**src/rtl/bfp_pkg.sv**
```systemverilog
// Package: shared types of the block floating point formatter.
// Assumes nothing beyond standard SystemVerilog.
package bfp_pkg;
    typedef enum logic [1:0] {
        ST_IDLE  = 2'd0,
        ST_SCAN  = 2'd1,
        ST_ALIGN = 2'd2
    } bfp_state_t;
endpackage

```
**src/rtl/bfp_sign_count.sv**
```systemverilog
// Module: counts the redundant sign bits of one mantissa.
// The count runs from the bit below the sign bit downward. A negative
// mantissa with only zeros below the run gets one less, floored at 0.
// An all-zero mantissa yields the full fraction width.
// Assumes MANT_W >= 2 and a CNT_W wide enough for MANT_W-1.
module bfp_sign_count #(
    parameter int MANT_W = 12,
    parameter int CNT_W  = 4
) (
    input  logic [MANT_W-1:0] mant,
    output logic [CNT_W-1:0]  cnt
);
    localparam int FRAC = MANT_W - 1;

    // Leading sign run length with the negative power-of-two correction
    always_comb begin : count_proc
        int   n;
        logic run;
        logic tail_zero;
        n         = 0;
        run       = 1'b1;
        tail_zero = 1'b1;
        for (int i = FRAC - 1; i >= 0; i--) begin
            if (run && (mant[i] == mant[FRAC])) n = n + 1;
            else                                run = 1'b0;
        end
        for (int i = 0; i < FRAC; i++) begin
            if ((i < FRAC - n) && mant[i]) tail_zero = 1'b0;
        end
        if (mant[FRAC] && tail_zero && (n > 0)) n = n - 1;
        cnt = CNT_W'(n);
    end
endmodule

```
**src/rtl/bfp_shifter.sv**
```systemverilog
// Module: bidirectional shifter of one mantissa.
// A positive amount shifts right arithmetically, and amounts of MANT_W or
// more leave only sign bits. A negative amount shifts left. The caller
// guarantees that a left shift stays within the redundant sign bits.
module bfp_shifter #(
    parameter int MANT_W = 12,
    parameter int SH_W   = 7
) (
    input  logic [MANT_W-1:0]     mant,
    input  logic signed [SH_W-1:0] amount,
    output logic [MANT_W-1:0]     result
);
    // Select direction and clamp long right shifts to sign fill
    always_comb begin : shift_proc
        int amt;
        amt = int'(amount);
        if (amt >= MANT_W)  result = {MANT_W{mant[MANT_W-1]}};
        else if (amt >= 0)  result = MANT_W'($signed(mant) >>> amt);
        else                result = mant << (-amt);
    end
endmodule

```
**src/rtl/bfp_ctrl.sv**
```systemverilog
// Module: sequencer of the two passes over the block.
// It accepts start only when idle, steps an index through N samples for
// the scan pass and again for the align pass, then pulses done.
// Assumes N >= 2.
module bfp_ctrl
    import bfp_pkg::*;
#(
    parameter int N     = 20,
    parameter int IDX_W = 5
) (
    input  logic             clk,
    input  logic             rst_n,
    input  logic             start,
    output logic             accept,
    output logic             scan,
    output logic             align,
    output logic             last,
    output logic [IDX_W-1:0] idx,
    output logic             busy,
    output logic             done
);
    bfp_state_t state_q;

    // Decode the state into pass strobes
    always_comb begin
        accept = (state_q == ST_IDLE) && start;
        scan   = (state_q == ST_SCAN);
        align  = (state_q == ST_ALIGN);
        last   = (idx == IDX_W'(N - 1));
        busy   = (state_q != ST_IDLE);
    end

    // Advance the state, the sample index and the done pulse
    always_ff @(posedge clk) begin
        if (!rst_n) begin
            state_q <= ST_IDLE;
            idx     <= '0;
            done    <= 1'b0;
        end else begin
            done <= 1'b0;
            case (state_q)
                ST_IDLE: begin
                    if (start) begin
                        state_q <= ST_SCAN;
                        idx     <= '0;
                    end
                end
                ST_SCAN: begin
                    if (last) begin
                        state_q <= ST_ALIGN;
                        idx     <= '0;
                    end else begin
                        idx <= idx + 1'b1;
                    end
                end
                ST_ALIGN: begin
                    if (last) begin
                        state_q <= ST_IDLE;
                        idx     <= '0;
                        done    <= 1'b1;
                    end else begin
                        idx <= idx + 1'b1;
                    end
                end
                default: state_q <= ST_IDLE;
            endcase
        end
    end
endmodule

```
**src/rtl/bfp_formatter.sv**
```systemverilog
// Module: block floating point formatter (top).
// Pass one finds max(e - n) over N samples. Pass two shifts every mantissa
// by (max + S - e). The input buses must stay stable while busy. The
// scaling offset and the mode are captured when start is accepted.
module bfp_formatter #(
    parameter int N       = 20,
    parameter int MANT_W  = 12,
    parameter int EXP_W   = 4,
    parameter int SCALE_W = 3
) (
    input  logic                  clk,
    input  logic                  rst_n,
    input  logic                  start,
    input  logic                  fxp_mode,
    input  logic [SCALE_W-1:0]    scale,
    input  logic [N*MANT_W-1:0]   in_mant,
    input  logic [N*EXP_W-1:0]    in_exp,
    output logic [N*MANT_W-1:0]   out_mant,
    output logic [5:0]            out_exp,
    output logic                  busy,
    output logic                  done
);
    localparam int FRAC    = MANT_W - 1;
    localparam int CNT_W   = $clog2(MANT_W);
    localparam int IDX_W   = $clog2(N);
    localparam int LOW_MAG = (1 << (EXP_W - 1)) + FRAC;
    localparam int HI_VAL  = (1 << (EXP_W - 1)) + (1 << SCALE_W) - 1;
    localparam int RANGE   = (LOW_MAG > HI_VAL) ? LOW_MAG : HI_VAL;
    localparam int BEXP_W  = $clog2(RANGE) + 1;
    localparam int SH_W    = BEXP_W + 1;

    logic              accept, scan, align, last;
    logic [IDX_W-1:0]  idx;
    logic [MANT_W-1:0] mant_arr [N];
    logic [EXP_W-1:0]  exp_arr  [N];
    logic [MANT_W-1:0] out_q    [N];
    logic [MANT_W-1:0] sel_mant;
    logic [EXP_W-1:0]  sel_exp;
    logic [CNT_W-1:0]  cnt;
    logic signed [BEXP_W-1:0] cand, acc_q, acc_max, bexp_q;
    logic signed [SH_W-1:0]   sh_amt;
    logic [MANT_W-1:0] shifted;
    logic [SCALE_W-1:0] scale_q;
    logic              fxp_q;

    bfp_ctrl #(.N(N), .IDX_W(IDX_W)) ctrl_i (
        .clk(clk), .rst_n(rst_n), .start(start), .accept(accept),
        .scan(scan), .align(align), .last(last), .idx(idx),
        .busy(busy), .done(done)
    );

    // Unpack the flat buses and pack the aligned results
    for (genvar g = 0; g < N; g++) begin : g_lane
        assign mant_arr[g] = in_mant[g*MANT_W +: MANT_W];
        assign exp_arr[g]  = in_exp[g*EXP_W +: EXP_W];
        assign out_mant[g*MANT_W +: MANT_W] = out_q[g];
    end

    // Pick the visited sample; fixed-point mode zeroes its exponent
    always_comb begin
        sel_mant = mant_arr[idx];
        sel_exp  = fxp_q ? '0 : exp_arr[idx];
    end

    bfp_sign_count #(.MANT_W(MANT_W), .CNT_W(CNT_W)) count_i (
        .mant(sel_mant), .cnt(cnt)
    );

    // Candidate e - n, running maximum and shift amount
    always_comb begin
        cand    = $signed({{(BEXP_W-EXP_W){sel_exp[EXP_W-1]}}, sel_exp})
                - $signed({{(BEXP_W-CNT_W){1'b0}}, cnt});
        acc_max = (cand > acc_q) ? cand : acc_q;
        sh_amt  = $signed({bexp_q[BEXP_W-1], bexp_q})
                - $signed({{(SH_W-EXP_W){sel_exp[EXP_W-1]}}, sel_exp});
    end

    bfp_shifter #(.MANT_W(MANT_W), .SH_W(SH_W)) shift_i (
        .mant(sel_mant), .amount(sh_amt), .result(shifted)
    );

    // Capture settings, accumulate the reference, form the block exponent
    always_ff @(posedge clk) begin
        if (!rst_n) begin
            acc_q   <= '0;
            bexp_q  <= '0;
            scale_q <= '0;
            fxp_q   <= 1'b0;
        end else if (accept) begin
            acc_q   <= {1'b1, {(BEXP_W-1){1'b0}}};
            scale_q <= scale;
            fxp_q   <= fxp_mode;
        end else if (scan) begin
            acc_q <= acc_max;
            if (last) bexp_q <= acc_max + $signed({{(BEXP_W-SCALE_W){1'b0}}, scale_q});
        end
    end

    // Write each aligned mantissa during the second pass
    always_ff @(posedge clk) begin
        if (!rst_n) begin
            for (int i = 0; i < N; i++) out_q[i] <= '0;
        end else if (align) begin
            out_q[idx] <= shifted;
        end
    end

    assign out_exp = 6'($signed(bexp_q));
endmodule

```
**config.mk**
```make
export PLATFORM = sky130hd
export DESIGN_NAME = bfp_formatter
export DESIGN_NICKNAME = d
export VERILOG_FILES = /design/src/rtl/bfp_pkg.sv /design/src/rtl/bfp_sign_count.sv /design/src/rtl/bfp_shifter.sv /design/src/rtl/bfp_ctrl.sv /design/src/rtl/bfp_formatter.sv
export SDC_FILE = /design/constraint.sdc
export NUM_CORES = 1
export LEC_CHECK = 0
export BUFFER_PORTS_ARGS = -buffer_cell sky130_fd_sc_hd__buf_2
export CORE_ASPECT_RATIO = 2
export CORE_MARGIN = 8
export CORE_UTILIZATION = 35
export DETAILED_ROUTE_END_ITERATION = 8
export PLACE_DENSITY = 0.63
export SETUP_SLACK_MARGIN = 0.02
export SYNTH_ARGS = -nofsm -noshare
export SYNTH_HDL_FRONTEND = slang
export SYNTH_HIERARCHICAL = 1
export SYNTH_SLANG_ARGS = --single-unit
```
**constraint.sdc**
```tcl
create_clock -name clk -period 20.2 [get_ports clk]
set_input_delay 4.04 -clock clk [delete_from_list [all_inputs] [get_ports clk]]
set_output_delay 4.04 -clock clk [all_outputs]
set_load 0.01 [all_outputs]
```
==> flow_metrics.env <==
export IMPL_whs_path_depth=2
export IMPL_cts_made_buffers=26
export IMPL_r2r_start="ctrl_i/idx[0]$_SDFFE_PN0P_"
export IMPL_ctsHoldBuffers=0
export IMPL_reg2reg_depth=66
export IMPL_cp_common_cell="ha_1"
export IMPL_yosysWarnings=6
export IMPL_io_pins=575
export IMPL_status="finished clean"
export IMPL_insertion_delay_ns=0.52
export IMPL_slowest_delay_ns=0.92
export IMPL_top_layer_used="met5"
export IMPL_worst_pin_slew_ns=1.23
export IMPL_p_per_area_nw_per_um2=87.2
export IMPL_ys_seq_area_frac=0.447
export IMPL_tritoncts="built"
export IMPL_maxCapViolCount=0
export IMPL_crit_fanout=13
export IMPL_rsz0062_at_grt="false"
export IMPL_critical_path_top_delay_family="compound AO/OA/AOI/OAI gates"
export IMPL_grt_max_degree=57
export IMPL_layout_setup_ws_ns=2.39
export IMPL_fin_crit_ns=17.81
export IMPL_nFillCells=4670
export IMPL_fmax_ghz=0.0562
export IMPL_path_clk_slew_ns=0.06
export IMPL_post_place_ws_ns=1.93
export IMPL_die_x_microns=173
export IMPL_post_cts_buffers=0
export IMPL_hold_path_class="register to register"
export IMPL_multiInputGateArea_sq_um=8780
export IMPL_required_ns=20.64
export IMPL_placed_area_sq_um=20700
export IMPL_syn_inst=1491
export IMPL_ant_nets=0
export IMPL_cp_start_kind="primary input"
export IMPL_crit_cells=66
export IMPL_die_h_microns=329
export IMPL_drtIter0Drc=1029
export IMPL_antenna_found_initial=15
export IMPL_seq_area_sq_um=7700
export IMPL_clk_path_buf_depth=3
export IMPL_grt_pass1_wl_mm=92.6
export IMPL_drc=0
export IMPL_hold_path_end="out_exp[3]$_SDFFE_PN0P_"
export IMPL_synth_area_per_cell_sq_um=11.5
export IMPL_portBuffers=574
export IMPL_synth_seq_cells=264
export IMPL_path_buf_inv=4
export IMPL_ys_flop_type="edfxtp_1"
export IMPL_clock_skew_ns=0.0135
export IMPL_die_area_sq_um=56900
export IMPL_cts_max_level=1
export IMPL_wl_met1_mm=24.4
export IMPL_setup_tns_ns=0
export IMPL_synth_edf_count=240
export IMPL_avgRoutedWirePerCell_microns=23.7
export IMPL_power_mw=1.88
export IMPL_holdCritStartpoint="out_exp[3]$_SDFFE_PN0P_"
export IMPL_clock_sink_count=264
export IMPL_final_nets=2406
export IMPL_grt_pass1_vias=14300
export IMPL_start_util=0.351
export IMPL_grt_use_total=0.215
export IMPL_dr_wl_met3_mm=5.61
export IMPL_cp_arrival_ns=18.25
export IMPL_leakagePower_nw=8.60
export IMPL_cp_startpoint="in_mant[214]"
export IMPL_rows=115
export IMPL_slew_headroom=0.180
export IMPL_ys_types=102
export IMPL_cp_end_kind="register"
export IMPL_route_met2_wl_mm=31.5
export IMPL_cts_resized_gates=0
export IMPL_syn_area_sq_um=17200
export IMPL_area_growth_pct=25.3
export IMPL_core_area_sq_um=48900
export IMPL_async_flop_share=0
export IMPL_grt_overflow_total=0
export IMPL_slowest_stage="o22ai_1"
export IMPL_drtPass1Iterations=5
export IMPL_drive_gt1_frac=0.396
export IMPL_finalHoldViolCount=0
export IMPL_wirelength_mm=63.8
export IMPL_final_cell_mix="buf_2 (574), and2_1 (250), edfxtp_1 (240), mux4_2 (90), nor2_1 (78)"
export IMPL_vias_per_cell=5.25
export IMPL_final_common_cell="buf_2"
export IMPL_vias=14100
export IMPL_setup_viol=0
export IMPL_irDropWorstVdd_mv=0.0646
export IMPL_worstSetupPathType="primary input to register"
export IMPL_dp_hpwl_mm=49.0
export IMPL_syn_nets=1873
export IMPL_postLayoutCellArea_sq_um=21500
export IMPL_gp_congestion=0.896
export IMPL_cts_root_buffer="clkbuf_16"
export IMPL_r2r_end="out_exp[4]$_SDFFE_PN0P_"
export IMPL_slew_violations=0
export IMPL_r2r_slack_ns=4.46
export IMPL_period_share=0.881
## Yosys cell counts (all sizes together) (18+ instances only)
cell	n	area (sq um)
and2	252	1580
edfxtp	240	7210
mux4	90	2030
nor2	79	299
clkbuf	74	278
a21oi	68	352
mux2i	64	644
nand2	64	243
o21ai	61	309
ha	52	651
inv	47	176
buf	45	299
nand3	36	185
dfxtp	24	480
nor3	24	158
xnor2	18	165
## logic make-up (layout without fill, tap and decap cells)
family,count (synthesis),in the layout,share of synthesized area
other,1,6,0.000218
DFF,264,264,0.447
xor gates and xnor gates,32,32,0.0185
muxes,160,160,0.159
buffers and inverters,167,718,0.0440
AOI/OAI and AO/OA,236,236,0.0943
and+or+nand+nor,576,576,0.195
adders and majority gates,55,55,0.0413
## layout make-up
type	count	area share
multi-input cells	1060	0.407
flip-flops and latches	264	0.357
repair buffers	624	0.151
well taps	643	0.0373
clock buffers	32	0.0322
inverters	48	0.00836
clock inverters	14	0.00598
diodes	5	0.000581
## state kept, by name, indices dropped and copies added, names as in the netlist
register	cells
fxp_q	1
ctrl_i/idx	5
ctrl_i/done	1
ctrl_i/state_q	2
scale_q	3
out_q	240
out_exp	6
acc_q	6
## how the worst max path moves through the flow
stage / slack, ns / endpoint
after detailed placement: 1.93 / out_exp[4]$_SDFFE_PN0P_
after CTS: 2.43 / out_exp[4]$_SDFFE_PN0P_
after global routing: 1.15 / out_exp[4]$_SDFFE_PN0P_
final: 2.39 / out_exp[4]$_SDFFE_PN0P_
after floorplan: 3.38 / out_exp[4]$_SDFFE_PN0P_
after global placement: 2.33 / out_exp[4]$_SDFFE_PN0P_
## metal layers
metal  track usage  vias up
met2         0.375      651
met5             0        -
met4        0.0691       12
li1              -     6572
met3        0.0657       82
met1         0.248     6794
## worst reg2reg max path, delay by kind of cell, from the launching register on
kind            cells  cell delay [ns]
compound gates     22             4.80
fa+ha+maj          14             4.24
simple gates       19             3.42
buf+inv             4             0.91
xor+xnor            4             0.91
flops               1             0.76
mux                 3             0.59
## metrics by stage
step                utilization  hold slack (ns)  std cells
finish                    0.440            0.493       2690
global route              0.440            0.522       2686
CTS                       0.440            0.494       2685
global placement          0.423            0.464       2639
detailed placement        0.423            0.485       2639
floorplan                     -            0.454       1491
## where the power goes
part | internal (mW) | switching, mW | total, mW
combinational | 0.285 | 0.484 | 0.770
sequential | 0.623 | 0.0179 | 0.641
clock | 0.270 | 0.200 | 0.469
Note: power is estimated with default switching activity, not from simulation.
